### src/rtl/bfd_pkg.sv
// Shared widths and types for the fractional bit-clock divider.
// Assumes: one reference clock domain, synchronous active-low reset.
package bfd_pkg;
    localparam int BFD_INT_W  = 10;  // whole-part width
    localparam int BFD_FRAC_W = 9;   // fractional width (1/512 steps)
    localparam int BFD_WORD_A = 16;  // narrow slot width
    localparam int BFD_WORD_B = 24;  // wide slot width

    // Bit-clock level with its edge markers.
    typedef struct packed {
        logic level;
        logic rise;
        logic fall;
    } bclk_state_t;
endpackage

### src/rtl/bfd_phase_acc.sv
// Half-period timer with fractional phase accumulation.
// Counts reference cycles in the current half-period and flags its last
// cycle. At each boundary it adds the fraction into the phase register and
// loads the next length (whole part, plus one on carry-out). While not
// running it keeps loading the inputs, so the first half-period is exact.
// Assumes: whole_div is nonzero whenever go is high.
module bfd_phase_acc
    import bfd_pkg::*;
#(
    parameter int INT_W  = BFD_INT_W,
    parameter int FRAC_W = BFD_FRAC_W
) (
    input  logic              clk,
    input  logic              rst_n,
    input  logic              go,
    input  logic [INT_W-1:0]  whole_div,
    input  logic [FRAC_W-1:0] frac_div,
    output logic              half_end
);
    localparam int LEN_W = INT_W + 1;

    logic [LEN_W-1:0]  cnt_q;
    logic [LEN_W-1:0]  len_q;
    logic [FRAC_W-1:0] phase_q;
    logic [FRAC_W:0]   sum;
    logic              carry;

    assign sum      = {1'b0, phase_q} + {1'b0, frac_div};
    assign carry    = sum[FRAC_W];
    assign half_end = go && (cnt_q == (len_q - 1'b1));

    // Purpose: advance the cycle count, reload the length and phase at each boundary.
    always_ff @(posedge clk) begin
        if (!rst_n) begin
            cnt_q   <= '0;
            len_q   <= '0;
            phase_q <= '0;
        end else if (!go) begin
            cnt_q   <= '0;
            len_q   <= {1'b0, whole_div};
            phase_q <= frac_div;
        end else if (half_end) begin
            cnt_q   <= '0;
            len_q   <= {1'b0, whole_div} + LEN_W'(carry);
            phase_q <= sum[FRAC_W-1:0];
        end else begin
            cnt_q   <= cnt_q + 1'b1;
        end
    end
endmodule

### src/rtl/bfd_edge_gen.sv
// Bit-clock level and edge markers.
// Toggles the level at every half-period boundary and raises a one-cycle
// rise or fall marker in the first cycle of the new level.
// Assumes: half_end is only high while go is high.
module bfd_edge_gen
    import bfd_pkg::*;
(
    input  logic        clk,
    input  logic        rst_n,
    input  logic        go,
    input  logic        half_end,
    output bclk_state_t st
);
    // Purpose: hold the level low when idle, toggle it and mark the edge at boundaries.
    always_ff @(posedge clk) begin
        if (!rst_n) begin
            st <= '0;
        end else if (!go) begin
            st <= '0;
        end else if (half_end) begin
            st.level <= ~st.level;
            st.rise  <= ~st.level;
            st.fall  <= st.level;
        end else begin
            st.rise  <= 1'b0;
            st.fall  <= 1'b0;
        end
    end
endmodule

### src/rtl/bfd_word_sel.sv
// Word-select generator.
// Counts bit-clock falling edges and toggles the word select after a full
// slot of WORD_A or WORD_B bits, in the same cycle as the falling edge.
// Assumes: fall_tick is high for one cycle per bit-clock falling edge.
module bfd_word_sel
    import bfd_pkg::*;
#(
    parameter int WORD_A = BFD_WORD_A,
    parameter int WORD_B = BFD_WORD_B
) (
    input  logic clk,
    input  logic rst_n,
    input  logic go,
    input  logic fall_tick,
    input  logic word24,
    output logic ws
);
    localparam int CW = $clog2(WORD_B);
    localparam logic [CW-1:0] LAST_A = CW'(WORD_A - 1);
    localparam logic [CW-1:0] LAST_B = CW'(WORD_B - 1);

    logic [CW-1:0] bit_q;
    logic [CW-1:0] last;

    assign last = word24 ? LAST_B : LAST_A;

    // Purpose: count falling edges within the slot and flip ws at the slot end.
    always_ff @(posedge clk) begin
        if (!rst_n) begin
            bit_q <= '0;
            ws    <= 1'b0;
        end else if (!go) begin
            bit_q <= '0;
            ws    <= 1'b0;
        end else if (fall_tick) begin
            if (bit_q >= last) begin
                bit_q <= '0;
                ws    <= ~ws;
            end else begin
                bit_q <= bit_q + 1'b1;
            end
        end
    end
endmodule

### src/rtl/bclk_frac_div.sv
// Fractional audio bit-clock divider, top level.
// Decides whether the divider runs (enabled, master, nonzero whole part),
// arms for one cycle so the first length is loaded from settled inputs,
// then drives the half-period timer, the edge generator and the word select.
// Assumes: all inputs are synchronous to clk.
module bclk_frac_div
    import bfd_pkg::*;
#(
    parameter int INT_W  = BFD_INT_W,
    parameter int FRAC_W = BFD_FRAC_W,
    parameter int WORD_A = BFD_WORD_A,
    parameter int WORD_B = BFD_WORD_B
) (
    input  logic              clk,
    input  logic              rst_n,
    input  logic [INT_W-1:0]  whole_div,
    input  logic [FRAC_W-1:0] frac_div,
    input  logic              clk_en,
    input  logic              slave_mode,
    input  logic              word24,
    output logic              bclk,
    output logic              bclk_rise,
    output logic              bclk_fall,
    output logic              ws
);
    logic        run_in;
    logic        armed_q;
    logic        go;
    logic        half_end;
    logic        fall_tick;
    bclk_state_t st;

    assign run_in    = clk_en && !slave_mode && (whole_div != '0);
    assign go        = run_in && armed_q;
    assign fall_tick = half_end && st.level;

    // Purpose: arm the divider one cycle after the run conditions first hold.
    always_ff @(posedge clk) begin
        if (!rst_n) begin
            armed_q <= 1'b0;
        end else begin
            armed_q <= run_in;
        end
    end

    bfd_phase_acc #(
        .INT_W  (INT_W),
        .FRAC_W (FRAC_W)
    ) u_phase (
        .clk       (clk),
        .rst_n     (rst_n),
        .go        (go),
        .whole_div (whole_div),
        .frac_div  (frac_div),
        .half_end  (half_end)
    );

    bfd_edge_gen u_edge (
        .clk      (clk),
        .rst_n    (rst_n),
        .go       (go),
        .half_end (half_end),
        .st       (st)
    );

    bfd_word_sel #(
        .WORD_A (WORD_A),
        .WORD_B (WORD_B)
    ) u_ws (
        .clk       (clk),
        .rst_n     (rst_n),
        .go        (go),
        .fall_tick (fall_tick),
        .word24    (word24),
        .ws        (ws)
    );

    assign bclk      = st.level;
    assign bclk_rise = st.rise;
    assign bclk_fall = st.fall;
endmodule

### config.mk
export PLATFORM = sky130hd
export DESIGN_NAME = bclk_frac_div
export DESIGN_NICKNAME = d
export VERILOG_FILES = /design/src/rtl/bfd_pkg.sv /design/src/rtl/bfd_phase_acc.sv /design/src/rtl/bfd_edge_gen.sv /design/src/rtl/bfd_word_sel.sv /design/src/rtl/bclk_frac_div.sv
export SDC_FILE = /design/constraint.sdc
export NUM_CORES = 1
export LEC_CHECK = 0
export BUFFER_PORTS_ARGS = -buffer_cell sky130_fd_sc_hd__buf_2
export CORE_MARGIN = 5
export CORE_UTILIZATION = 37
export DETAILED_ROUTE_END_ITERATION = 8
export GPL_TIMING_DRIVEN = 0
export PLACE_DENSITY_LB_ADDON = 0.15
export SETUP_SLACK_MARGIN = 0.02
export SYNTH_ARGS = -nofsm -noshare
export SYNTH_HDL_FRONTEND = slang
export SYNTH_HIERARCHICAL = 1
export SYNTH_SLANG_ARGS = --single-unit
### constraint.sdc
create_clock -name clk -period 4.68 [get_ports clk]
set_input_delay 0.468 -clock clk [delete_from_list [all_inputs] [get_ports clk]]
set_output_delay 0.468 -clock clk [all_outputs]
set_load 0.02 [all_outputs]
## Word-level counts from Yosys, hierarchy flattened

Index checks and enable logic that the tools add are counted.
Widths: inputs -> output; s select.

| word-level totals | value |
|---|---|
| register bits | 41 |
| input port bits | 24 |
| output and inout port bits | 4 |
| word-level logic and storage cells | 39 |

| cells by class | value |
|---|---|
| add/sub/neg operators | 5 |
| $lt $le $gt $ge | 1 |
| equality and inequality tests | 2 |
| muxes and demuxes | 6 |
| bitwise logic cells | 4 |
| reduce and logical (&&, ||, !) cells | 11 |

Operator list:

| operator | number |
|---|---|
| $mux 10 | 2 |
| $mux 9 | 2 |
| $add 10x1->11 | 1 |
| $add 11x1->11 const B | 1 |
| $eq 11x11->1 | 1 |
| $sub 11x1->11 const B | 1 |
| $add 9x9->10 | 1 |
| $mux 5 | 2 |
| $reduce_bool 10->1 | 1 |
| $add 5x1->5 const B | 1 |
| $ge 5x5->1 | 1 |
| $logic_and 1x1->1 | 5 |
| $not 1->1 | 4 |
| $reduce_and 2->1 | 2 |
| $reduce_and 3->1 | 1 |
| $reduce_or 3->1 | 1 |
| $ne 2x2->1 const B | 1 |
| $logic_not 1->1 | 1 |

## Depth between registers and ports, before layout

Gate-level depths: netlist of run 1.

| depth | value |
|---|---|
| word-level depth | 7 |
| depth in mapped cells | 14 |
| gate-level depth less buffers | 14 |

## Cells and area by module

The synthesis of run 1 kept the hierarchy.

Modules (own cells, without submodules):

| module | times used | cells an instance | area each (um^2) | seq. area each (um^2) |
|---|---|---|---|---|
| bfd_phase_acc | 1 | 296 | 2,431.1 | 620.6 |
| bfd_word_sel | 1 | 39 | 342.8 | 120.1 |
| bfd_edge_gen | 1 | 9 | 91.3 | 60.1 |
| bclk_frac_div | 1 | 9 | 82.6 | 20.0 |

## Worst setup path before layout of run 1

OpenSTA, ideal clock, no wires.

| timing | value |
|---|---|
| path kind | register to register |
| from | reg u_phase.len_q[0] |
| to | reg u_ws.ws |
| setup time | 72 ps |
| data arrival time | 3,363 ps |
| required time | 4,608 ps |
| slack | 1,245 ps |
| stages on the path, launching flop included | 14 |
| buffers on the path | 1 |
| period minus slack after synthesis | 3,435 ps |
| cells stage by stage | dfxtp_1 > inv_1 > ha_1 > or3b_1 > nor4_2 > o2bb2a_2 > and2_1 > clkbuf_1 > or4b_1 > nor3_1 > and2_1 > nand2_1 > o32ai_2 > mux2i_1 |

| between the ends | value |
|---|---|
| cells in the longest elaborated chain, start to end | 5 |

Ends and longest elaborated chain:

| item | RTL line | RTL |
|---|---|---|
| start: declaration | bfd_phase_acc.sv:23 | `logic [LEN_W-1:0] len_q;` |
| start signal: assignment | bfd_phase_acc.sv:40 | `len_q <= {1'b0, whole_div};` |
| start signal: assignment | bfd_phase_acc.sv:44 | `len_q <= {1'b0, whole_div} + LEN_W'(carry);` |
| $sub 11x1->11 | bfd_phase_acc.sv:30 | `assign half_end = go && (cnt_q == (len_q - 1'b1));` |
| $eq 11x11->1 | bfd_phase_acc.sv:30 |  |
| $logic_and 1x1->1 | bfd_phase_acc.sv:30 |  |
| via half_end | bclk_frac_div.sv:29 | `logic half_end;` |
| $logic_and 1x1->1 | bclk_frac_div.sv:35 | `assign fall_tick = half_end && st.level;` |
| via fall_tick | bclk_frac_div.sv:30 | `logic fall_tick;` |
| $reduce_and 2->1 (no source line) | - |  |
| end signal: assignment | bfd_word_sel.sv:38 | `ws <= ~ws;` |
| end: declaration | bfd_word_sel.sv:16 | `output logic ws` |

The timed path passes the listed nets, and every way through them passes these cells.
A chain may end at the register's enable or synchronous reset.

## Worst setup path in the final report of run 1

Same ends and word-level chain as after synthesis.

==> results of run 1 <==
==> power by group through the flow <==
| stage | clock network, uW | logic (uW) | registers (uW) |
|---|---|---|---|
| after floorplan | 0 | 110 | 375 |
| after global placement | 0 | 152 | 377 |
| after detailed placement | 0 | 155 | 377 |
| after CTS | 306 | 155 | 369 |
| after global routing | 321 | 174 | 371 |
| final | 298 | 156 | 369 |
==> path summary, 6_finish.rpt <==
check            end             start  slack [ns]  cells past startpoint
max reg2reg  u_ws/ws  u_phase/len_q[0]        0.72                     13
max          u_ws/ws  u_phase/len_q[0]        0.72                     13
min reg2reg  u_ws/ws           u_ws/ws        0.49                      2
min          armed_q        slave_mode        0.42                      3
==> registers in the layout, summed over array words and instances, names as in the netlist <==
signal,flops
u_phase/cnt_q,11
u_phase/len_q,11
u_phase/phase_q,9
u_ws/bit_q,5
u_edge/st,3
armed_q,1
u_ws/ws,1
==> worst max-delay path: stages (launching register included) <==
cell	delay (ns)
dfxtp_1	0.38
inv_1	0.08
ha_1	0.23
or3b_1	0.41
nor4_2	0.26
o2bb2a_2	0.27
and2_1	0.16
clkbuf_1	0.21
or4b_1	0.54
nor3_1	0.37
and2_1	0.35
nand2_1	0.10
o32ai_2	0.33
mux2i_1	0.21
==> Yosys cell counts (13+ instances only) <==
master and count:
xor2_1 18, ha_1 16, nand2_1 31, o21ai_0 14, clkbuf_1 14, inv_1 15, dfxtp_1 41, nand3_1 15
nor2_1 16, xnor2_1 17, a31oi_1 13, nand4_1 17, nor3_1 16
==> final cells by class <==
cell class | instances | area share
clock buffer | 5 | 0.02069
timing repair buffer | 27 | 0.04063
sequential | 41 | 0.2468
inverter | 16 | 0.01806
tap | 102 | 0.03837
clock inverter | 3 | 0.01392
buffer | 17 | 0.02107
multi-input combinational | 279 | 0.6005
==> stage by stage <==
step                      hold WS, ns  total power [uW]
after detailed placement       0.4684             532.2
final                          0.4173             822.7
after floorplan                0.4446             484.3
after global routing           0.4214             865.6
after global placement         0.4683             528.9
after CTS                      0.4111             830.6
==> cells by family (layout without fill, tap and decap cells) <==
group / count (synthesis) / after routing / share of synthesized area
AO/OA/AOI/OAI: 80 / 80 / 0.2033
buffers and inverters: 33 / 68 / 0.04414
XOR/XNOR: 35 / 35 / 0.1040
flip-flops: 41 / 41 / 0.2784
AND/OR/NAND/NOR: 139 / 139 / 0.2683
multiplexers: 8 / 8 / 0.02717
adder cells (fa/ha/maj): 17 / 17 / 0.07470
==> per-layer routing <==
metal / global-route usage / share of wire
met5: 0 / 0
met3: 0.02595 / 0.026
met1: 0.1973 / 0.49
met4: 0.04307 / 0.017
met2: 0.2495 / 0.47
==> impl_metrics.toml, run 1 <==
[cts]
cts_sinks = 41
insertion_delay_ns = 0.30
cts.clk_slew.worst_paths_ns = 0.09
cts_max_level = 2
post_cts_buffers = 0
cts_tree = "yes"
ctsResizeCount = 0
clockRootBuffer = "clkbuf_8"
cts_hold_buf = 0
clock_path_buffers = 2
cts_buffers = 5

[logic_synthesis]
synth_area_leaders = "dfxtp_1, ha_1, xor2_1, xnor2_1, nand2_1"
synth_top_area_frac = 0.2784
synth_fp_nets = 394
yosysSeqAreaShare = 0.2784
synthArstFlopShare = 0
yosys_warnings = 6
synth_area_per_cell_um2 = 8.351
synth_ff_type = "dfxtp_1"
synth_seq_cells = 41
synth_area_leader_cell = "dfxtp_1"
synthCells = 353
synth-edff-count = 0
syn-cell-area_um2 = 2948
ys_types = 62

[sta]
finalSetupViolCount = 0
worst_slew_pin_slew_ns = 0.8806
fin_setup_tns_ns = 0
slew_violations = 0
fin_skew_ns = 0.009449
rsz0062_at_grt = "false"
slew_headroom = 0.4075
fmax_ghz = 0.2526
period_share = 0.8460
hold_viol = 0
fin_crit_ns = 3.959
fin_ws_ns = 0.7207

[worst_setup_path]
critPathCaptureType = "flop"
crit_fanout = 8
path_class = "flop to flop"
start_kind = "flop"
crit_arrival_ns = 4.20
worstPathRequired_ns = 4.92

[cells_and_area]
area_growth_pct = 12.82
ff_latch_area_um2 = 820.8
final_cell_mix = "dfxtp_1, nand2_1, buf_2"
final_cells = 490
drive_above_1_share = 0.1495
n_fill_cell = 796
finish.instance_area_um2 = 3326
post-route-util = 0.4304
final_common_cell = "dfxtp_1"
antenna_cells = 0
nets = 428
multi_input_area_um2 = 1997

[die]
initial_core_util = 0.3815
die_area_um2 = 9853
die_h_um = 99.26
die_w_um = 99.26
coreArea_um2 = 7727
rows = 32
io_pins = 28

[power_and_ir_drop]
p_int_uw = 584.5
leakage_uw = 0.001179
clkPwrFrac = 0.362
ir_worst_vdd_uv = 112.4
comb_power_share = 0.189
power_density_nw_per_um2 = 247.4
pwr-share-seq = 0.449
switching_share = 0.2895
p_switching_uw = 238.2

[outcome]
status = "completed"

[drt]
drc = 0
postRouteAntennaNets = 0
route.vias.total = 2732
vias_per_cell = 5.576
wl_per_cell_um = 14.98
firstDrtPassIters = 4
first_iter_violations = 124
drt_wl_total_mm = 7.341

[global_route]
grt_pass1_vias = 2591
grt_pass1_wl_mm = 12.32
grt_usage = 0.1494
antenna_found_initial = 0
grt_max_degree = 15
grt-ovfl-total = 0

[worst_hold_path]
hp-class = "primary input to flop"

[place]
numPortBuffers = 27
dpl_cell_area_um2 = 3211
place_hpwl_mm = 5.658
place_ws_ns = 0.6990
place_congestion = 0.8097
dp_cells = 482

[flow_run]
cap_violations = 0
No activity file was read; power rests on OpenSTA's default activity.
==> inputs of run 2 (changes only) <==
Settings changed: ABC_AREA from default to 1.
Clock period 4.68 ns to 3.2 ns, I/O delays scaled along.
==> impl_metrics.toml, run 2 <==
[cells_and_area]
n_fill_cell = 891
ff_latch_area_um2 = 820.8
area_growth_pct = 11.65
nets = 540
antenna_cells = 0
largestRegisters = "u_phase/cnt_q: 11 flops, u_phase/len_q: 11 flops, u_phase/phase_q: 9 flops"
multi_input_area_um2 = 1827
final_common_cell = "nand2_1"
drive_above_1_share = 0.1300
final_cell_mix = "nand2_1, nor2_1, inv_1"

[global_route]
grt_pass1_vias = 2708
antenna_found_initial = 0
grt-ovfl-total = 0
grt_max_degree = 13
grt_pass1_wl_mm = 11.95
grt_usage = 0.1464

[cts]
clock_path_buffers = 2
post_cts_buffers = 0
cts.clk_slew.worst_paths_ns = 0.08
clockRootBuffer = "clkbuf_8"
ctsResizeCount = 0
cts_tree = "yes"
cts_max_level = 2
cts_hold_buf = 0
cts_sinks = 41
cts_buffers = 5
insertion_delay_ns = 0.29

[worst_setup_path]
crit_arrival_ns = 2.89
rrSetupSlack_ns = 0.50
start_kind = "flop"
reg2reg_depth = 20
crit_end = "u_ws/bit_q[4]"
critPathCaptureType = "flop"
worstPathRequired_ns = 3.39
r2r_end = "u_ws/bit_q[4]"
r2r_start = "u_phase/len_q[0]"
crit_fanout = 10
path_class = "flop to flop"
critPathLaunch = "u_phase/len_q[0]"

[logic_synthesis]
synth-edff-count = 0
synthArstFlopShare = 0
synth_area_per_cell_um2 = 6.377
ys_types = 33
synth_ff_type = "dfxtp_1"
synth_seq_cells = 41
synth_area_leader_cell = "dfxtp_1"
yosysSeqAreaShare = 0.2768
synth_area_leaders = "dfxtp_1, nand2_1, nor2_1, inv_1, ha_1"
synth_commonest_cells = "nand2_1, nor2_1, inv_1"
syn-cell-area_um2 = 2965
yosysMostFrequentCell = "nand2_1"
synthCells = 465
synth_fp_nets = 506
yosys_warnings = 6
synth_top_area_frac = 0.2768

[die]
die_w_um = 99.53
rows = 32
coreArea_um2 = 7767
die_h_um = 99.53
die_area_um2 = 9905
io_pins = 28
initial_core_util = 0.3818

[sta]
period_share = 0.8440
slew_violations = 0
hold_viol = 0
fin_crit_ns = 2.701
fin_skew_ns = 0.006940
finalSetupViolCount = 0
fin_hold_ws_ns = 0.3152
rsz0062_at_grt = "false"
fin_setup_tns_ns = 0
slew_headroom = 0.5515
fmax_ghz = 0.3702
fin_ws_ns = 0.4990
worst_slew_pin_slew_ns = 0.6666

[power_and_ir_drop]
power_density_nw_per_um2 = 332.0
clkPwrFrac = 0.308
p_switching_uw = 335.5
p_int_uw = 763.7
switching_share = 0.3052
pwr-share-seq = 0.492
ir_worst_vdd_uv = 186.3
leakage_uw = 0.001599
comb_power_share = 0.200

[worst_hold_path]
hp-class = "primary input to flop"

[outcome]
status = "completed"

[place]
numPortBuffers = 27
place_hpwl_mm = 5.411
place_congestion = 0.8902
place_ws_ns = 0.4872

[drt]
drt_wl_total_mm = 6.778
postRouteAntennaNets = 0
drc = 0
vias_per_cell = 4.688
first_iter_violations = 137
route.vias.total = 2822
wl_per_cell_um = 11.26
firstDrtPassIters = 4

[flow_run]
cap_violations = 0
## run 2: area by class of cell
type	count	share of cell area
Multi-Input combinational cell	349	0.5518
Sequential cell	41	0.2479
Clock buffer	6	0.02192
Inverter	66	0.07559
Timing Repair Buffer	27	0.04082
Buffer	9	0.02041
Clock inverter	2	0.003023
Tap cell	102	0.03855
## run 2: worst max-delay path: stages (launching register included)
cell,delay (ns)
dfxtp_1,0.34
inv_1,0.12
ha_1,0.25
nand2_1,0.18
nor2_4,0.16
nand2_1,0.06
nand2_1,0.09
nand2_2,0.06
inv_1,0.05
nand2_1,0.04
nor2_1,0.10
nand3_1,0.10
buf_2,0.22
nor2_4,0.15
nand2_1,0.07
inv_1,0.07
buf_6,0.13
inv_4,0.04
nor3_4,0.17
xnor2_1,0.13
nor2_1,0.06
## run 2: power groups by stage
stage	sequential, uW	combinational, uW	clock [uW]
after detailed placement	553	221	0
after global placement	552	217	0
after CTS	541	222	359
after floorplan	548	165	0
final	540	220	339
after global routing	543	260	373
## run 2: how the worst min path moves through the flow
stage,startpoint,to,cells after the start
floorplan,rst_n,armed_q,2
global route,rst_n,armed_q,3
global placement,u_edge/st[2],u_edge/st[1],1
finish,rst_n,armed_q,3
CTS,rst_n,armed_q,3
detailed placement,u_edge/st[2],u_edge/st[1],1
## run 2: per-layer routing
layer  routed length (um)  vias to the layer above  track usage
met5                    0                        -            0
met4                   73                        0      0.03466
met3                  210                        5      0.02735
met2                 3129                       30       0.2536
met1                 3364                     1269       0.1876
li1                     -                     1518            -
## run 2: logic make-up (layout without fill, tap and decap cells)
kind of cell / Yosys count / in the layout / share of synthesized area
and+or+nand+nor: 268 / 268 / 0.3962
buffers and inverters: 75 / 110 / 0.1072
AOI/OAI and AO/OA: 41 / 41 / 0.07722
DFF: 41 / 41 / 0.2768
xor gates and xnor gates: 22 / 22 / 0.06498
adders and majority gates: 17 / 17 / 0.07426
muxes: 1 / 1 / 0.003376
## run 2: metrics by stage
step	cell area (um^2)	utilization	cells	power, uW
final	3311	0.4262	602	1099
after global routing	3311	0.4262	602	1176
after CTS	3311	0.4262	602	1122
after detailed placement	3228	0.4156	594	774.0
after global placement	3228	0.4156	594	769.1
after floorplan	2965	-	465	713.4
==> inputs of run 3 (changes only) <==
Clock period 3.2 ns to 2.5 ns, I/O delays scaled along.
==> impl_metrics.toml, run 3 (synthesized netlist as in run 2, its figures left out) <==
[cts]
cts_tree = "yes"
cts_max_level = 2
cts_hold_buf = 0
cts_buffers = 5
cts_sinks = 41
clockRootBuffer = "clkbuf_8"
insertion_delay_ns = 0.30
clock_path_buffers = 2
cts.clk_slew.worst_paths_ns = 0.08

[worst_setup_path]
critPathCaptureType = "flop"
start_kind = "flop"
worstPathRequired_ns = 2.69
crit_fanout = 4
path_class = "flop to flop"
crit_arrival_ns = 2.54
reg2reg_depth = 15

[sta]
slew_violations = 0
fin_crit_ns = 2.345
hold_viol = 0
rsz0062_at_grt = "true"
fin_skew_ns = 0.007342
fin_ws_ns = 0.1555
worst_slew_pin_slew_ns = 0.6573
finalSetupViolCount = 0
period_share = 0.9378
fin_setup_tns_ns = 0
fmax_ghz = 0.4265
slew_headroom = 0.5577

[die]
initial_core_util = 0.3818
io_pins = 28
die_area_um2 = 9905
die_h_um = 99.53
coreArea_um2 = 7767
rows = 32
die_w_um = 99.53

[power_and_ir_drop]
pwr-share-seq = 0.477
p_switching_uw = 452.4
switching_share = 0.3105
comb_power_share = 0.223
leakage_uw = 0.001628
power_density_nw_per_um2 = 410.9
clkPwrFrac = 0.300
ir_worst_vdd_uv = 238.2
p_int_uw = 1005

[global_route]
grt_pass1_vias = 2772
antenna_found_initial = 0
grt_max_degree = 13
grt_usage = 0.1478
grt_pass1_wl_mm = 12.08
grt-ovfl-total = 0

[drt]
firstDrtPassIters = 4
wl_per_cell_um = 11.74
drc = 0
drt_wl_total_mm = 7.138
first_iter_violations = 128
route.vias.total = 2885
vias_per_cell = 4.745
postRouteAntennaNets = 0

[cells_and_area]
final_cell_mix = "nand2_1, nor2_1, inv_1"
final_cells = 608
area_growth_pct = 19.58
largestRegisters = "u_phase/cnt_q: 11 flops, u_phase/len_q: 11 flops, u_phase/phase_q: 9 flops"
drive_above_1_share = 0.2134
post-route-util = 0.4565
nets = 546
antenna_cells = 0
final_common_cell = "nand2_1"

[place]
place_hpwl_mm = 5.411
numPortBuffers = 27
place_ws_ns = -0.2128
place_congestion = 0.8902
dp_cells = 594

[flow_run]
cap_violations = 0

[outcome]
status = "completed"

[worst_hold_path]
hp-class = "primary input to flop"
hold_depth = 3
==> run 3: cell count changes in the layout (fill, tap and decap cells not counted), moves of 5 or more <==
cell	before	now
nor2_1	64	58
nand2_1	138	130
ha_1	16	7
buf_4	0	5
nand2_2	3	10
ha_4	0	7
==> run 3: per-stage QoR <==
step / power (uW) / instance area, um^2 / hold WS (ns)
2_1_floorplan: 913.2 / 2965 / 0.3622
3_3_place_gp: 984.5 / 3228 / 0.4649
3_5_place_dp: 990.7 / 3228 / 0.4720
4_1_cts: 1446 / 3377 / 0.2335
5_1_grt: 1551 / 3546 / 0.2535
6_report: 1457 / 3546 / 0.2409
==> run 3: area by class of cell <==
type / instances / area [um^2]
inverters: 66 / 250.2
well taps: 102 / 127.6
multi-input cells: 349 / 2002
clock buffers: 6 / 72.57
plain buffers: 9 / 73.82
fillers: 863 / 4222
repair buffers: 33 / 183.9
clock inverters: 2 / 10.01
flip-flops and latches: 41 / 825.8
==> run 3: routing by layer <==
metal  GRT usage  vias to the layer above  part of all wire
li1            -                     1530                 -
met1      0.1859                     1321              0.48
met2      0.2608                       29              0.48
met3     0.02735                        5             0.029
met4     0.03466                        0             0.010
met5           0                        -                 0
==> run 3: final timing paths <==
path	slack (ns)	from	end
worst max-delay path	0.16	u_phase/phase_q[2]	u_phase/len_q[8]
worst min register to register	0.50	u_phase/cnt_q[0]	u_phase/cnt_q[0]
worst max register to register	0.16	u_phase/phase_q[2]	u_phase/len_q[8]
worst min-delay path	0.24	rst_n	armed_q
==> run 3: repair_timing <==
item	CTS	global route
endpoints found under the setup margin	10	12
hold endpoints to repair	0	0
setup buffers	3	3
gates resized for setup	11	35
pin swaps	2	29
==> run 3: power by group through the flow <==
stage	sequential (uW)	combinational [uW]	clock [uW]
after CTS	692	295	459
after detailed placement	707	283	0
final	695	325	437
after floorplan	702	211	0
after global routing	698	376	478
after global placement	707	278	0
==> run 3: worst max-delay path, stage by stage (launching register included) <==
cell and delay [ns]:
dfxtp_2 0.35, ha_4 0.29, nand3_2 0.07, nand2_2 0.09, nand3_2 0.09, nand2_2 0.09, a21oi_2 0.05, o21bai_1 0.17
ha_2 0.21, ha_2 0.21, nand3_2 0.12, nor2_4 0.12, nand3_1 0.09, xnor2_1 0.13, nor2_1 0.11, nor2_1 0.05
